File: src/rtl/ifetch_pkg.sv
package ifetch_pkg;
  // strobes from control to datapath
  typedef struct packed {
    logic issue;       // form a new request from the sequential pointer
    logic loadTarget;  // replace the sequential pointer with the redirect target
  } fetchStrobe_t;
endpackage

File: src/rtl/ifetch_dp.sv
module ifetch_dp
  import ifetch_pkg::*;
#(
  parameter int ADDR_W = 32,
  parameter int TYPE_W = 2,
  parameter int PROT_W = 3
) (
  input  logic              clk,
  input  logic              rstN,
  input  fetchStrobe_t      strobe,
  input  logic [ADDR_W-1:0] redirAddr,
  input  logic [TYPE_W-1:0] cfgType,
  input  logic [PROT_W-1:0] cfgProt,
  input  logic              cfgDbg,
  input  logic              reqLive,
  input  logic              memGnt,
  output logic [ADDR_W-1:0] memAddr,
  output logic [TYPE_W-1:0] memType,
  output logic [PROT_W-1:0] memProt,
  output logic              memDbg
);
  localparam int WORD_BYTES = 4;
  localparam int LOW_BITS   = $clog2(WORD_BYTES);

  logic [ADDR_W-1:0] seqAddr;
  logic [ADDR_W-1:0] addrQ;
  logic [TYPE_W-1:0] typeQ;
  logic [PROT_W-1:0] protQ;
  logic              dbgQ;

  always_ff @(posedge clk or negedge rstN) begin
    if (!rstN) begin
      seqAddr <= '0;
      addrQ   <= '0;
      typeQ   <= '0;
      protQ   <= '0;
      dbgQ    <= 1'b0;
    end else begin
      if (strobe.loadTarget) begin
        seqAddr <= {redirAddr[ADDR_W-1:LOW_BITS], {LOW_BITS{1'b0}}};
      end else if (strobe.issue) begin
        seqAddr <= seqAddr + ADDR_W'(WORD_BYTES);
      end
      if (strobe.issue) begin
        addrQ <= seqAddr;
        typeQ <= cfgType;
        protQ <= cfgProt;
        dbgQ  <= cfgDbg;
      end
    end
  end

  assign memAddr = addrQ;
  assign memType = typeQ;
  assign memProt = protQ;
  assign memDbg  = dbgQ;


  word_aligned_chk: assert property (@(posedge clk) disable iff (!rstN)
    memAddr[LOW_BITS-1:0] == '0);


  held_fields_chk: assert property (@(posedge clk) disable iff (!rstN)
    (reqLive && !memGnt) |=> ($stable(memAddr) && $stable(memType) &&
                              $stable(memProt) && $stable(memDbg)));
endmodule

File: src/rtl/ifetch_ctl.sv
module ifetch_ctl
  import ifetch_pkg::*;
#(
  parameter int BUF_DEPTH = 3,
  parameter int MAX_OUT   = 2
) (
  input  logic         clk,
  input  logic         rstN,
  input  logic         redirValid,
  input  logic         memGnt,
  input  logic         memRvalid,
  input  logic         wordPop,
  output logic         memReq,
  output logic         wordValid,
  output fetchStrobe_t strobe
);
  localparam int CNT_W = $clog2(BUF_DEPTH + MAX_OUT + 1);

  logic             reqQ;
  logic             running;
  logic             staleQ;
  logic [CNT_W-1:0] outCnt;
  logic [CNT_W-1:0] dropCnt;
  logic [CNT_W-1:0] occ;

  logic             grant, holdReq, fwd, dropHit, popOk, issue;
  logic [CNT_W-1:0] outNext, occNext, dropNext;
  logic             staleNext;

  always_comb begin
    grant     = reqQ & memGnt;
    holdReq   = reqQ & ~memGnt;
    fwd       = memRvalid & (dropCnt == '0) & ~redirValid;
    dropHit   = memRvalid & (dropCnt != '0) & ~redirValid;
    popOk     = wordPop & (occ != '0);
    outNext   = outCnt + CNT_W'(grant) - CNT_W'(memRvalid);
    occNext   = redirValid ? '0 : occ + CNT_W'(fwd) - CNT_W'(popOk);
    dropNext  = redirValid ? outNext
                           : dropCnt + CNT_W'(staleQ & grant) - CNT_W'(dropHit);
    staleNext = redirValid ? holdReq : (staleQ & ~grant);
    issue     = running & ~holdReq & ~redirValid &
                ((occNext + outNext) < CNT_W'(BUF_DEPTH)) &
                (outNext < CNT_W'(MAX_OUT));
    strobe.issue      = issue;
    strobe.loadTarget = redirValid;
  end

  always_ff @(posedge clk or negedge rstN) begin
    if (!rstN) begin
      reqQ    <= 1'b0;
      running <= 1'b0;
      staleQ  <= 1'b0;
      outCnt  <= '0;
      dropCnt <= '0;
      occ     <= '0;
    end else begin
      reqQ    <= holdReq | issue;
      running <= running | redirValid;
      staleQ  <= staleNext;
      outCnt  <= outNext;
      dropCnt <= dropNext;
      occ     <= occNext;
    end
  end

  assign memReq    = reqQ;
  assign wordValid = fwd;


  req_hold_chk: assert property (@(posedge clk) disable iff (!rstN)
    (memReq && !memGnt) |=> memReq);


  inflight_limit_chk: assert property (@(posedge clk) disable iff (!rstN)
    outCnt <= CNT_W'(MAX_OUT));


  capacity_chk: assert property (@(posedge clk) disable iff (!rstN)
    (occ + outCnt) <= CNT_W'(BUF_DEPTH));


  idle_before_start_chk: assert property (@(posedge clk) disable iff (!rstN)
    !running |-> !memReq);


  redirect_silence_chk: assert property (@(posedge clk) disable iff (!rstN)
    redirValid |-> !wordValid);
endmodule

File: src/rtl/ifetch_issuer.sv
module ifetch_issuer
  import ifetch_pkg::*;
#(
  parameter int ADDR_W    = 32,
  parameter int DATA_W    = 32,
  parameter int TYPE_W    = 2,
  parameter int PROT_W    = 3,
  parameter int BUF_DEPTH = 3,
  parameter int MAX_OUT   = 2
) (
  input  logic              clk,
  input  logic              rstN,
  input  logic              redirValid,
  input  logic [ADDR_W-1:0] redirAddr,
  input  logic [TYPE_W-1:0] cfgType,
  input  logic [PROT_W-1:0] cfgProt,
  input  logic              cfgDbg,
  output logic              memReq,
  input  logic              memGnt,
  output logic [ADDR_W-1:0] memAddr,
  output logic [TYPE_W-1:0] memType,
  output logic [PROT_W-1:0] memProt,
  output logic              memDbg,
  input  logic              memRvalid,
  input  logic [DATA_W-1:0] memRdata,
  input  logic              memErr,
  output logic              wordValid,
  output logic [DATA_W-1:0] wordData,
  output logic              wordErr,
  input  logic              wordPop
);
  fetchStrobe_t strobe;

  ifetch_ctl #(.BUF_DEPTH(BUF_DEPTH), .MAX_OUT(MAX_OUT)) ctl (
    .clk(clk), .rstN(rstN), .redirValid(redirValid), .memGnt(memGnt),
    .memRvalid(memRvalid), .wordPop(wordPop), .memReq(memReq),
    .wordValid(wordValid), .strobe(strobe)
  );

  ifetch_dp #(.ADDR_W(ADDR_W), .TYPE_W(TYPE_W), .PROT_W(PROT_W)) dp (
    .clk(clk), .rstN(rstN), .strobe(strobe), .redirAddr(redirAddr),
    .cfgType(cfgType), .cfgProt(cfgProt), .cfgDbg(cfgDbg),
    .reqLive(memReq), .memGnt(memGnt), .memAddr(memAddr),
    .memType(memType), .memProt(memProt), .memDbg(memDbg)
  );

  // in-order responses pass straight through
  assign wordData = memRdata;
  assign wordErr  = memErr;
endmodule

File: config.mk
export PLATFORM = sky130hd
export DESIGN_NAME = ifetch_issuer
export DESIGN_NICKNAME = d
export VERILOG_FILES = /design/src/rtl/ifetch_pkg.sv /design/src/rtl/ifetch_dp.sv /design/src/rtl/ifetch_ctl.sv /design/src/rtl/ifetch_issuer.sv
export SDC_FILE = /design/constraint.sdc
export NUM_CORES = 1
export LEC_CHECK = 0
export ABC_AREA = 1
export BUFFER_PORTS_ARGS = -buffer_cell sky130_fd_sc_hd__buf_2
export CORE_MARGIN = 2
export CORE_UTILIZATION = 53
export CTS_BUF_LIST = sky130_fd_sc_hd__clkbuf_4 sky130_fd_sc_hd__clkbuf_8
export DETAILED_ROUTE_END_ITERATION = 7
export GPL_TIMING_DRIVEN = 0
export PLACE_DENSITY = 0.94
export SKIP_LAST_GASP = 1
export SYNTH_ARGS = -nofsm -noshare
export SYNTH_HDL_FRONTEND = slang
export SYNTH_SLANG_ARGS = --single-unit
export TNS_END_PERCENT = 100
File: constraint.sdc
create_clock -name clk -period 4.05 [get_ports clk]
set_input_delay 0.405 -clock clk [delete_from_list [all_inputs] [get_ports clk]]
set_output_delay 0.405 -clock clk [all_outputs]
set_load 0.03 [all_outputs]
* Word level (Yosys, flattened, before mapping)
Cells that the tools add are included.
** Operators by class
- Shift-type cells :: 0
- $mul :: 0
- Divide/modulo/power cells :: 0
- Bitwise gates (word level) :: 19
- Magnitude comparators :: 2
- Add/sub/neg operators :: 8
- Reductions and logical operators :: 4
- Equality and inequality tests :: 0
- Multiplexer cells :: 5
** Operators by type and width (number)
- 32-bit two-way mux :: 2
- 32-bit by 3-bit adder with 32-bit output, second input constant :: 1
- 1-bit bitwise AND :: 13
- 3-bit by 1-bit subtractor with 3-bit output :: 3
- 3-bit by 1-bit adder with 3-bit output :: 2
- 3-bit adder :: 2
- 3-bit by 2-bit < comparator with 1-bit output, second input constant :: 2
- 3-bit two-way mux :: 2
- 3-bit nonzero test :: 2
- 1-bit inverter :: 4
- 3-bit zero test :: 1
- 1-bit OR :: 2
- 2-bit nonzero test :: 1
- 1-bit two-way mux :: 1
** Storage, ports and cells
- Latch bits :: 0
- Memory bits (writable) :: 0
- Output and inout port bits :: 73
- Register bits :: 82
- Word-level logic and storage cells :: 49
- ROM bits :: 0
- Bits of input ports :: 77
- Memories kept :: 0

* Logic depth before layout (Yosys ltp)
- Depth in word-level cells :: 12
- Mapped depth :: 18
- Depth with buffers taken out :: 17

* Modules after synthesis
A second synthesis with hierarchy kept.
** Second synthesis, totals
- Cells, all modules :: 576
- Area total of the unflattened synthesis :: 4470.5 µm²
** Modules (own cells, without submodules)
- ifetch_dp :: area each 3434.5 µm², seq. area each 1651.6 µm², cells an instance 454, instances 1
- ifetch_ctl :: area each 788.3 µm², seq. area each 300.3 µm², cells an instance 89, instances 1
- ifetch_issuer :: area each 247.7 µm², seq. area each 0.0 µm², cells an instance 33, instances 1

* Least setup slack after synthesis
Ideal clock, no wire load.
- Path kind :: input to register
- Start :: input redirValid
- End :: register dp.seqAddr[15]
- Path slack :: 0.684 ns
- Stages :: 18
- Path buffers :: 3
- Data required time :: 3.933 ns
- Setup time :: 0.117 ns
- Data arrival time :: 3.249 ns
- Cell sequence :: inv_1 > clkbuf_1 > nand3_1 > ha_1 > inv_1 > ha_1 > inv_1 > fa_1 > nor2_1 > fa_1 > nand2_1 > nand4_1 > nor2_2 > nand3_2 > buf_4 > buf_6 > nand3_1 > nand2_1
** Between the ends
- Word-level cells in the longest chain between the ends :: 10
- Elaborated cells on any way between the ends :: 12
- Classes of those cells :: 3 x add/sub; 1 x order compare; 2 x mux; 5 x bitwise; 1 x reduce/logical
** RTL lines
- from (decl) :: line ifetch_issuer.sv:13 : input logic redirValid,
- 1-bit inverter :: line ifetch_ctl.sv:33 : fwd = memRvalid & (dropCnt == '0) & ~redirValid;
- 1-bit bitwise AND :: line ifetch_ctl.sv:33
- 3-bit by 1-bit adder with 3-bit output :: line ifetch_ctl.sv:37 : occNext = redirValid ? '0 : occ + CNT_W'(fwd) - CNT_W'(popOk);
- 3-bit by 1-bit subtractor with 3-bit output :: line ifetch_ctl.sv:37
- 3-bit two-way mux (*) :: line ifetch_ctl.sv:37
- net ctl.occNext[1] :: line ifetch_ctl.sv:27 : logic [CNT_W-1:0] outNext, occNext, dropNext;
- 3-bit adder (*) :: line ifetch_ctl.sv:42 : ((occNext + outNext) < CNT_W'(BUF_DEPTH)) &
- 3-bit by 2-bit < comparator with 1-bit output (*) :: line ifetch_ctl.sv:42
- 1-bit bitwise AND (*) :: line ifetch_ctl.sv:41 : issue = running & ~holdReq & ~redirValid &
- 1-bit bitwise AND (*) :: line ifetch_ctl.sv:42
- 2-bit nonzero test (no source line) (*)
- to (signal assigned) :: line ifetch_dp.sv:40 : seqAddr <= {redirAddr[ADDR_W-1:LOW_BITS], {LOW_BITS{1'b0}}};
- to (signal assigned) :: line ifetch_dp.sv:42 : seqAddr <= seqAddr + ADDR_W'(WORD_BYTES);
- to (decl) :: line ifetch_dp.sv:25 : logic [ADDR_W-1:0] seqAddr;
The timed path passes the listed nets; every way through them passes the cells marked *.
A chain may end at the register's enable or synchronous reset.

* Worst setup path in the final report
- Start :: register ctl.dropCnt[1]
- End :: register dp.seqAddr[15]
** Between the ends
- Word-level cells in the longest chain between the ends :: 11
** RTL lines
- from (decl) :: line ifetch_ctl.sv:23 : logic [CNT_W-1:0] dropCnt;
- from (signal assigned) :: line ifetch_ctl.sv:61 : dropCnt <= dropNext;
- 3-bit zero test :: line ifetch_ctl.sv:33
- 1-bit bitwise AND (2 in a row) :: line ifetch_ctl.sv:33
- 3-bit by 1-bit adder with 3-bit output :: line ifetch_ctl.sv:37
- 3-bit by 1-bit subtractor with 3-bit output :: line ifetch_ctl.sv:37
- 3-bit two-way mux :: line ifetch_ctl.sv:37
- net ctl.occNext[1] :: line ifetch_ctl.sv:27
- 3-bit adder :: line ifetch_ctl.sv:42
- 3-bit by 2-bit < comparator with 1-bit output :: line ifetch_ctl.sv:42
- 1-bit bitwise AND :: line ifetch_ctl.sv:41
- 1-bit bitwise AND :: line ifetch_ctl.sv:42
- 2-bit nonzero test (no source line)
The timed path passes the listed nets, and every way through them passes these cells.

==> impl_metrics.ini <==
[floorplan]
die_area_um2 = 9420
design.core.area_um2 = 8300
pin_count = 150
die-width_um = 97.1
rows = 33
fp.dieH_um = 97.1
start_util_pct = 55.3

[timing]
tightest_slew_ns = 0.620
layout_min_cycle_time_ns = 3.72
hold_viol = 10
fin_ws_ns = 0.327
finClkSkew_ns = 0.0140
setup_viol = 0
max_freq_mhz = 269
slew_headroom_pct = 58.7
timing.hold.ws_ns = -0.00944
tns_ns = 0
fin_crit_sh_pct = 91.9
grt_setup_unrepaired = no
slew_violations = 0

[layout]
layout-drive-gt1-share_pct = 24.6
area_delta_synth_final_pct = 21.6
final_cell_mix = nand2_1, buf_2, nand3_1
design_area_um2 = 5580
postLayoutCoreUtil_pct = 67.3
final_cells = 861
antenna_cells = 0
final_common_cell = nand2_1
nets = 840

[worst_setup_path]
regToRegSetupSlack_ns = 0.33
r2r_start = ctl.dropCnt[1]$_DFF_PN0_
path_buf_inv = 4
required_ns = 4.30
setup.worst_path.start_class = flip-flop
r2r_cells = 17
cp.arrival_ns = 3.98
critPathKind = flip-flop to flip-flop
crit_start = ctl.dropCnt[1]$_DFF_PN0_
critical-path-top-delay-family = adder cells
worst_path_max_delay_cell = fa_1
worstPathCellList = nor3_1 -> nand3_1 -> ha_1 -> inv_1 -> ha_1 -> inv_1 -> fa_1 -> nor2_1 -> fa_1 -> nand2_1 -> nand4_1 -> nor2_2 -> nand3_2 -> buf_4 -> buf_6 -> nand3_1 -> nand2_1
crit_fanout = 10
end_kind = flip-flop
max_stage_delay_ns = 0.47
rr_endpoint = dp.seqAddr[15]$_DFFE_PN0P_

[global_routing]
grt-busiest-layer = met2
track_usage_pct = 28.5
grt_util_met2_pct = 47.9
use_met1_pct = 36.9
grt_start_max_net_pins = 47
grt_util_met3_pct = 4.82
antenna_found_initial = 0
grt_pass1_vias = 4525
grt-ovfl-total = 0
grt_pass1_wl_mm = 21.5

[logic_synthesis]
ys_types = 25
synth_area_leaders = dfrtp_1, nand2_1, nand3_1
avgSynthCellArea_um2 = 7.33
seq_area_frac_synth_pct = 42.5
syn_area_um2 = 4590
synthArstFlopShare_pct = 100
yosys_most_used_dff = dfrtp_1
synth_edf_count = 0
yosys.area.top_type = dfrtp_1
yosys_warnings = 0
syn_inst = 626
synth_top_area_share_pct = 42.5
synth.ff_latch_count = 78

[power_and_ir_drop]
p_leak_nw = 3.01
cellPowerDensity_nw_per_um2 = 738
totalPowerFinal_mw = 4.12
peakVddDrop_v = 0.000300

[routing]
drc_errors = 0
ant_nets = 0
first_pass_iters = 6
vias = 4505
drt_iter0_markers = 212
routed_wl_mm = 13.1
routedWlPerCell_um = 15.2
routed_via_density = 5.23

[placed_design]
place_area_um2 = 5320
dp_slack_ns = -0.121
place.gp.congestion = 0.980
dp_hpwl_mm = 9.90
io_buffers = 112
placed_cells = 845

[cts]
cts.path.max_buffers = 2
tritoncts = done
clock-sinks = 78
root_buffer = clkbuf_8
h-tree-depth = 3
insertion_delay_ns = 0.36
cts.clk_slew.worst_paths_ns = 0.09
numCtsBuffers = 9

[worst_hold_path]
min_path_type = input pin to asynchronous set/reset pin

[outcome]
status = complete, but fails checks
violations = negative hold slack

[run]
drv_cap = 0
power breakdown:
| group | total (mW) | internal [mW] | switching (mW) | leakage [nW] |
|---|---|---|---|---|
| Combinational | 1.93 | 0.637 | 1.29 | 1.91 |
| Clock | 0.781 | 0.479 | 0.302 | 0.134 |
| Sequential | 1.41 | 1.11 | 0.302 | 0.970 |
worst max path at each step:
| stage | endpoint | slack, ns | cells past startpoint |
|---|---|---|---|
| floorplan | dp.seqAddr[15]$_DFFE_PN0P_ | 0.68 | 18 |
| global placement | dp.memAddr[23]$_DFFE_PN0P_ | 0.06 | 18 |
| detailed placement | dp.memAddr[30]$_DFFE_PN0P_ | -0.12 | 18 |
| CTS | dp.memAddr[26]$_DFFE_PN0P_ | 0.22 | 18 |
| global route | dp.seqAddr[23]$_DFFE_PN0P_ | 0.004 | 16 |
| finish | dp.seqAddr[15]$_DFFE_PN0P_ | 0.33 | 17 |
cells by family (layout without fill, tap and decap cells):
logic type,Yosys count,in the layout,synth area share (%)
compound gates,26,26,2.97
xor+xnor,16,16,3.05
fa+ha+maj,12,12,3.92
buf+inv,107,236,12.8
flops,78,78,42.5
other cells,1,2,0.0817
simple gates,386,386,34.7
layer usage:
layer	vias to the layer above	routed length, µm
met1	2074	5470
met4	0	316
met2	247	6240
met5	-	0
li1	2157	-
met3	27	1090
worst register-to-register path, cell delays in order, from the launching register on:
cell and delay, ns:
dfrtp_1 0.43, nor3_1 0.21, nand3_1 0.18, ha_1 0.33
inv_1 0.04, ha_1 0.16, inv_1 0.06, fa_1 0.41
nor2_1 0.23, fa_1 0.47, nand2_1 0.07, nand4_1 0.11
nor2_2 0.17, nand3_2 0.20, buf_4 0.25, buf_6 0.15
nand3_1 0.07, nand2_1 0.07
synth_stat cells (3+ instances only):
cell	n
nor2_2	3
fa_1	4
nor2_1	51
nand4_1	3
buf_2	3
dfrtp_1	78
ha_1	8
xor2_1	15
clkbuf_1	10
buf_4	36
nand2_1	242
nand3_1	80
o21ai_0	24
buf_6	6
inv_1	50
flip-flops by register name, summed over array words and instances, names as in the netlist:
signal and cells:
ctl.dropCnt 3, ctl.memReq 1, ctl.occ 3, ctl.outCnt 3, ctl.running 1, ctl.staleQ 1
dp.memAddr 30, dp.memDbg 1, dp.memProt 3, dp.memType 2, dp.seqAddr 30
cell type report:
class                           instances  area, µm²
Fill cell                             714       2720
Multi-Input combinational cell        442       2060
Sequential cell                        78       1950
Timing Repair Buffer                  113        591
Buffer                                 57        400
Inverter                               50        188
Clock inverter                          6        134
Clock buffer                           10        131
Tap cell                              105        131
repair_timing:
| item | in CTS | in global routing |
|---|---|---|
| buffers inserted | 0 | 0 |
| hold buffers | 0 | 0 |
| setup endpoints to repair | 0 | 61 |
| resized for setup | 0 | 4 |
No activity file was read; power rests on OpenSTA's default activity.
